`src/rtl/cfg_port_decoder.sv`:
```
module cfg_port_decoder #(
  parameter logic [15:0] ADDR_PORT = 16'h0CF8,
  parameter logic [15:0] DATA_PORT = 16'h0CFC
) (
  input  logic        clk,
  input  logic        rst_n,
  input  logic [15:0] io_addr,
  input  logic        io_wr,
  input  logic [7:0]  io_wdata,
  output logic [7:0]  io_rdata,
  output logic        be_req,
  output logic        be_we,
  output logic [15:0] be_sel,
  output logic [5:0]  be_off,
  output logic        be_enable,
  output logic [31:0] be_wdata,
  input  logic        be_present,
  input  logic        be_inrange,
  input  logic [31:0] be_rdata,
  output logic        be_commit
);

  logic [31:0] addr_q, data_q, resp_q, stat_q;
  logic        req_q, we_q;
  logic        hit_a, hit_d;
  logic [1:0]  lane;
  logic [31:0] rd_word;

  assign hit_a = io_addr[15:2] == ADDR_PORT[15:2];
  assign hit_d = io_addr[15:2] == DATA_PORT[15:2];
  assign lane  = io_addr[1:0];

  always_ff @(posedge clk) begin
    if (!rst_n) begin
      addr_q <= '0;
      data_q <= '0;
      resp_q <= '0;
      stat_q <= '0;
      req_q  <= 1'b0;
      we_q   <= 1'b0;
    end else begin
      req_q <= io_wr && (hit_a || hit_d) && (lane == 2'd3);
      we_q  <= hit_d;
      if (io_wr && hit_a) addr_q[{lane, 3'b000} +: 8] <= io_wdata;
      if (io_wr && hit_d) data_q[{lane, 3'b000} +: 8] <= io_wdata;
      if (req_q && !we_q) begin
        if (be_present) begin
          stat_q <= 32'h8000_0000;
          resp_q <= be_inrange ? be_rdata : 32'h0;
        end else begin
          stat_q <= 32'h0;
          resp_q <= 32'hFFFF_FFFF;
        end
      end
    end
  end

  assign be_req    = req_q;
  assign be_we     = we_q;
  assign be_sel    = addr_q[23:8];
  assign be_off    = addr_q[7:2];
  assign be_enable = addr_q[31];
  assign be_wdata  = data_q;
  assign be_commit = req_q && we_q && be_present;

  assign rd_word  = hit_d ? resp_q : (hit_a ? stat_q : 32'h0);
  assign io_rdata = rd_word[{lane, 3'b000} +: 8];

endmodule


```
`config.mk`:
```
export PLATFORM = sky130hd
export DESIGN_NAME = cfg_port_decoder
export DESIGN_NICKNAME = d
export VERILOG_FILES = /design/src/rtl/cfg_port_decoder.sv
export SDC_FILE = /design/constraint.sdc
export NUM_CORES = 1
export LEC_CHECK = 0
export ABC_AREA = 0
export BUFFER_PORTS_ARGS = -buffer_cell sky130_fd_sc_hd__buf_2
export CAP_MARGIN = 20
export CORE_ASPECT_RATIO = 0.5
export CORE_MARGIN = 2
export CORE_UTILIZATION = 45
export CTS_BUF_LIST = sky130_fd_sc_hd__clkbuf_8
export DETAILED_ROUTE_END_ITERATION = 7
export PLACE_DENSITY = 0.8
export REMOVE_ABC_BUFFERS = 1
export SLEW_MARGIN = 20
export SYNTH_ARGS = -nofsm -noshare
export SYNTH_HDL_FRONTEND = slang
export SYNTH_SLANG_ARGS = --single-unit
```
`constraint.sdc`:
```
create_clock -name clk -period 2.7 [get_ports clk]
set_clock_uncertainty 0.15 [all_clocks]
set_input_delay 0.54 -clock clk [delete_from_list [all_inputs] [get_ports clk]]
set_output_delay 0.54 -clock clk [all_outputs]
set_load 0.005 [all_outputs]
```
==> Word level (Yosys, flattened, before mapping) <==
Cells that the tools add are included.
{ "word_totals": {"rom_bits": 0, "out_inout_bits": 66, "mem_count": 0, "ram_bits": 0, "latch_bits": 0, "word_cells": 29, "reg_bits": 130} }
{ "classes": {"n_mul": 0, "reduce_logical": 9, "n_addsub": 1, "n_eq_ne": 3, "n_mux": 7, "shifts": 3, "bitwise": 0, "n_lt_le_gt_ge": 0, "n_div": 0} }
{ "op_table": {"columns": ["op", "n"], "rows": [
  ["$mux 32", 5],
  ["$bwmux 32", 2],
  ["$shift 8x7->32 const A", 1],
  ["$shiftx 32x6->8", 1],
  ["$shiftx 8x7->32", 1],
  ["$eq 14x10->1 const B", 2],
  ["$logic_and 1x1->1", 7],
  ["$neg 5->7", 1],
  ["$eq 2x2->1 const B", 1],
  ["$logic_not 1->1", 1],
  ["$logic_or 1x1->1", 1]
]} }

==> Depth between registers and ports, before layout <==
Gate-level depths: netlist (run 1).
{ "logic_depth": {"ltp_word": 4, "depth_mapped": 7, "mapped_depth_nobuf": 5} }

==> Least setup slack after synthesis (run 1) <==
No wires, ideal clock.
{ "synth_timing": {"path_type": "input-to-reg", "startpoint": "input port io_addr[1]", "endpoint": "register data_q[2], in the netlist be_wdata[2]", "required_ps": 2478, "arrival_time_ps": 1989, "cell_stages": 7, "setup_ps": 72, "setup_slack_ps": 489, "path_buffers": 2, "cell_sequence": "clkbuf_1 inv_1 ha_1 nor4bb_1 buf_1 nand2_1 mux2i_1"} }
{ "synth_via": {"elab_chain_cells": 3} }
{ "synth_rtl": {"columns": ["item", "line_no", "rtl"], "rows": [
  ["start, declared", "7", "input logic [15:0] io_addr,"],
  ["$neg 5->7 (*)", "45", "if (io_wr && hit_d) data_q[{lane, 3'b000} +: 8] <= io_wdata;"],
  ["$shiftx 8x7->32 or $shift 8x7->32 (tied branches)", "45", null],
  ["$bwmux 32 (*)", "45", null],
  ["end signal, assigned by index", "45", null],
  ["end, declared", "23", "logic [31:0] addr_q, data_q, resp_q, stat_q;"]
]} }
Mark *: on every way between the ends. The rest lies on a longest branch, timed or not.
A chain may end at the register's enable or synchronous reset.

==> Worst setup path after layout (run 1) <==
{ "layout_timing": {"startpoint": "input port io_addr[0]", "endpoint": "output port io_rdata[7]"} }
{ "layout_via": {"elab_chain_cells": 1} }
{ "layout_rtl": {"columns": ["item", "line_no", "rtl"], "rows": [
  ["$shiftx 32x6->8", "67", "assign io_rdata = rd_word[{lane, 3'b000} +: 8];"],
  ["end, declared", "10", "output logic [7:0] io_rdata,"]
]} }
No other way between the ends.

==> impl_metrics.yaml, run 1 <==
cells_and_area:
  final_cell_mix: "buf_2 (126), nand2_1 (121), dfxtp_1 (90)"
  multi_input_area_sq_um: 1960
  fin_util: 0.586
  final_nets: 592
  ff_latch_area_sq_um: 1800
  fill_cells: 746
  syn_to_final_growth_pct: 23.0
  final_common_cell: "buf_2"
  drive_gt1_frac: 0.306
  diodes: 0
power_and_ir_drop:
  seq_power_share: 0.548
  p_sw_uw: 559
  p_per_area_nw_per_um2: 503
  ir_worst_vdd_mv: 0.286
  comb_power_share: 0.063
  p_clk_frac: 0.389
  p_int_mw: 1.86
  total_leakage_power_nw: 2.51
  netSwitchingFraction: 0.231
  total_power_mw: 2.42
floorplanning:
  io_pins: 127
  die_h_um: 69.9
  die_w_um: 136
  die_area_sq_um: 9490
  design.core.area_sq_um: 8200
  rows: 23
  start_util: 0.477
global_routing:
  use_met2: 0.341
  first_global_vias: 3159
  grt_pass1_wl_um: 15300
  overflow: 0
  grt_busiest_layer: "met2"
  grt_util_all_layers: 0.203
  use_met1: 0.249
  grt_max_degree: 63
  grt.met3_usage: 0.0610
  antenna_found_initial: 0
setup_path:
  worstPathArrival_ps: 1830
  cp.required_ps: 2010
  cp-startpoint: "io_addr[0]"
  r2r_cells: 4
  crit_type: "in -> out"
  cpMostUsedCell: "buf_2"
  start_kind: "primary input"
  cp_cell_sequence: "buf_2, mux4_2, nand2_1, o21ai_0, and2_1, buf_2"
  r2r_slack_ps: 1390
  crit_path_end: "io_rdata[7]"
  path_max_fanout: 11
  regToRegStartpoint: "be_req$_SDFF_PN0_"
  r2r-end: "resp_q[27]$_SDFFE_PN0P_"
  cp_slowest_stage_delay_ps: 540
  crit_path_end_kind: "output pin"
  cp_slowest_cell: "mux4_2"
clock_network:
  clk_latency_ps: 360
  path_clk_slew_ps: 90
  clk_path_buf_depth: 2
  hold_buffers: 0
  cts_sinks: 90
  cts_resized: 0
  cts_setup_buffers: 0
  cts_root_buf: "clkbuf_8"
  cts.htree.levels: 3
  cts_tree: "built"
  cts_buffers: 9
logic_synthesis:
  yosysUniqueCellTypes: 31
  synth_seq_cells: 90
  syn_area_sq_um: 3910
  ys.flop_type: "dfxtp_1"
  synth_area_per_cell_sq_um: 9.53
  yosysSeqAreaShare: 0.461
  syn_inst: 410
  synth_warnings: 0
  synth-edff-count: 0
  async_flop_share: 0
drt:
  via_per_inst: 5.10
  via_count: 3275
  wire_per_inst_um: 14.5
  routed_wl_um: 9310
  drtIter0Drc: 124
  ant_nets: 0
  drt-pass1-iter-count: 4
  route.detailed.drc: 0
timing:
  fin_hold_ws_ps: 272
  rsz0062_at_grt: "false"
  slew_violations: 0
  max_slew_margin: 0.630
  period_share: 0.932
  fin_crit_ps: 2520
  setup_viol: 0
  worst_pin_slew_ps: 556
  max_freq_mhz: 398
  setup_tns_ps: 0
  final_hold_viol_count: 0
hold_path:
  hold_path.startpoint: "be_rdata[4]"
  hold_path_class: "in -> reg"
placement:
  dp_hpwl_um: 6430
  numPortBuffers: 126
  routabilityCongestion: 0.774
run:
  drv_cap: 0
status:
  outcome: "finished, final reports clean"
cell type report:
| cell class | count | area share |
|---|---|---|
| timing repair buffer | 133 | 0.145 |
| multi-input combinational | 289 | 0.407 |
| clock buffer | 11 | 0.0315 |
| sequential | 90 | 0.375 |
| inverter | 2 | 0.00156 |
| clock inverter | 5 | 0.0112 |
| tap | 112 | 0.0291 |
state kept, by name, summed over array words and instances, names as in the netlist:
signal	flops
addr_q	23
be_wdata	32
be_req	1
stat_q	1
be_we	1
resp_q	32
worst max-delay path: cells and delay by family:
kind,cells,cell delay [ps]
multiplexers,1,540
buffers and inverters,2,420
AND/OR/NAND/NOR,2,240
AO/OA/AOI/OAI,1,80
kinds of logic after synthesis:
logic type      after synthesis  synth area share
flops                        90             0.461
simple gates                154             0.204
fa+ha+maj                     6            0.0192
mux                          63             0.192
compound gates               66            0.0851
buf+inv                      31            0.0390
synthesized netlist by cell type, types with 2 or more instances:
master      n  area (sq um)
buf_1       3          11.3
mux2i_1    55           551
inv_1       2          7.51
nor2b_1     2          12.5
nand3_4     3          52.6
clkbuf_1   20          75.1
nor2_1      2          7.51
ha_1        6          75.1
buf_4       2          15.0
nand3_1     2          10.0
nand4_4     4          85.1
o21ai_0    33           165
nor4bb_1    2          20.0
a21oi_1    32           160
and3_1     10          62.6
nand2_1   121           454
and4bb_1    2          25.0
mux4_2      3          67.6
dfxtp_1    90          1800
mux4_1      5           131
layer usage:
layer | wire length [um] | vias to the layer above
li1 | - | 1640
met1 | 4170 | 1538
met2 | 4440 | 90
met3 | 601 | 7
met4 | 99 | 0
met5 | 0 | -
per-stage QoR:
stage               instances  instance area (sq um)  setup slack (ps)
floorplan                 381                   3760               506
global placement          626                   4600               212
detailed placement        626                   4600               167
CTS                       642                   4810               168
global route              642                   4810               101
finish                    642                   4810               185
worst min-delay path by stage:
stage / endpoint / slack [ps] / cells past startpoint
CTS: resp_q[11]$_SDFFE_PN0P_ / 250 / 3
finish: resp_q[4]$_SDFFE_PN0P_ / 270 / 3
detailed placement: addr_q[31]$_SDFFE_PN0P_ / 300 / 2
global placement: be_wdata[29]$_SDFFE_PN0P_ / 290 / 2
floorplan: be_wdata[0]$_SDFFE_PN0P_ / 300 / 2
global route: resp_q[30]$_SDFFE_PN0P_ / 260 / 3
power by group through the flow:
stage               registers, mW  clock network [mW]  logic (mW)
finish                       1.33               0.941       0.151
global route                 1.33                1.01       0.167
CTS                          1.33               0.967       0.151
detailed placement           1.36                   0       0.151
global placement             1.36                   0       0.149
floorplan                    1.36                   0      0.0473
(Power assumes the default switching activity.)
==> inputs of run 2 (changes only) <==
Settings changed: ABC_CLOCK_PERIOD_IN_PS set to 2700, RECOVER_POWER set to 25.
==> run 2 against run 1 <==
Compared with the run above: count of clock-buffer cells in the layout unchanged; sequential share of layout area increased by 0.078 points; worst hold slack worse by 2.3 ps; critical path type unchanged; core utilization is 0.12 points lower; sequential power about the same; via count hardly changed; global-route usage did not move.
==> impl_metrics.yaml, run 2 (synthesized netlist as in run 1, its figures left out) <==
status:
  outcome: "finished, final reports clean"
drt:
  wire_per_inst_um: 14.6
  ant_nets: 0
  via_per_inst: 5.10
  drt-pass1-iter-count: 5
  drtIter0Drc: 149
  routed_wl_um: 9390
  via_count: 3276
  route.detailed.drc: 0
power_and_ir_drop:
  p_per_area_nw_per_um2: 504
  ir_worst_vdd_mv: 0.283
  total_leakage_power_nw: 2.51
  netSwitchingFraction: 0.231
  comb_power_share: 0.062
  p_sw_uw: 559
  p_int_mw: 1.86
  total_power_mw: 2.42
  p_clk_frac: 0.389
  seq_power_share: 0.548
global_routing:
  grt_max_degree: 63
  use_met1: 0.249
  grt_busiest_layer: "met2"
  grt_util_all_layers: 0.203
  grt_pass1_wl_um: 15300
  overflow: 0
  first_global_vias: 3159
  use_met2: 0.341
  grt.met3_usage: 0.0610
  antenna_found_initial: 0
timing:
  setup_tns_ps: 0
  setup_viol: 0
  slew_violations: 0
  max_freq_mhz: 395
  fin_hold_ws_ps: 269
  worst_pin_slew_ps: 1170
  max_slew_margin: 0.219
  rsz0062_at_grt: "false"
  period_share: 0.938
  final.setup.worst_slack_ps: 169
  fin_crit_ps: 2530
  final_hold_viol_count: 0
clock_network:
  cts_tree: "built"
  clk_path_buf_depth: 2
  cts_setup_buffers: 0
  hold_buffers: 0
  cts_sinks: 90
  cts_buffers: 9
  cts.htree.levels: 3
  cts_root_buf: "clkbuf_8"
  cts_resized: 0
  clk_latency_ps: 360
  path_clk_slew_ps: 90
floorplanning:
  design.core.area_sq_um: 8200
  die_h_um: 69.9
  io_pins: 127
  start_util: 0.477
  die_area_sq_um: 9490
  die_w_um: 136
  rows: 23
hold_path:
  hold_path_class: "in -> reg"
cells_and_area:
  drive_gt1_frac: 0.300
  final_cell_count_no_fill: 642
  design_area_sq_um: 4800
  final_common_cell: "buf_2"
  fin_util: 0.585
  final_nets: 592
  fill_cells: 751
  diodes: 0
  syn_to_final_growth_pct: 22.8
  final_cell_mix: "buf_2 (126), nand2_1 (121), dfxtp_1 (90)"
setup_path:
  worstPathArrival_ps: 1840
  crit_path_end_kind: "output pin"
  cp_slowest_stage_delay_ps: 540
  path_max_fanout: 11
  crit_type: "in -> out"
  cpMostUsedCell: "buf_2"
  r2r_slack_ps: 710
  start_kind: "primary input"
  crit_family: "multiplexers"
  cp_slowest_cell: "mux4_2"
  cp_cell_sequence: "buf_2, mux4_2, nand2_1, o21ai_0, and2_1, buf_2"
  cp.required_ps: 2010
  cp_num_buf_inv: 2
placement:
  dp_hpwl_um: 6430
  place_ws_ps: 167
  numPortBuffers: 126
  routabilityCongestion: 0.774
  dpl.cell_count: 626
  dpl_cell_area_sq_um: 4600
run:
  drv_cap: 0
-- run 2: changes by cell type in the layout (fill, tap and decap cells not counted), sizes merged --
cell	change
clkbuf	+2
buf	-2
-- run 2: layer usage --
layer | vias to the layer above | wire [um]
li1 | 1644 | -
met2 | 94 | 4510
met5 | - | 0
met4 | 0 | 98
met3 | 9 | 553
met1 | 1529 | 4230
-- run 2: layout make-up --
| type | instances | area (sq um) | share of cell area |
|---|---|---|---|
| Clock buffer | 11 | 151 | 0.0315 |
| Clock inverter | 5 | 53.8 | 0.0112 |
| Inverter | 2 | 7.51 | 0.00156 |
| Multi-Input combinational cell | 289 | 1960 | 0.408 |
| Sequential cell | 90 | 1800 | 0.375 |
| Tap cell | 112 | 140 | 0.0292 |
| Timing Repair Buffer | 133 | 688 | 0.143 |
-- run 2: worst paths after layout --
path                             start                         to  depth (start not counted)
max                         io_addr[0]                io_rdata[7]                          6
min                       be_rdata[11]    resp_q[11]$_SDFFE_PN0P_                          3
max reg2reg          be_req$_SDFF_PN0_    resp_q[27]$_SDFFE_PN0P_                          4
min reg2reg  be_wdata[11]$_SDFFE_PN0P_  be_wdata[11]$_SDFFE_PN0P_                          2
-- run 2: tightest hold or removal path, cell delays in order --
cell and delay, ps:
buf_2 90, nand2_1 50, a21oi_1 50
-- run 2: power by group through the flow --
stage	clock, mW	sequential (mW)	combinational (mW)
after global routing	1.01	1.33	0.166
after detailed placement	0	1.36	0.151
after floorplan	0	1.36	0.0473
final	0.941	1.33	0.151
after CTS	0.967	1.33	0.151
after global placement	0	1.36	0.149
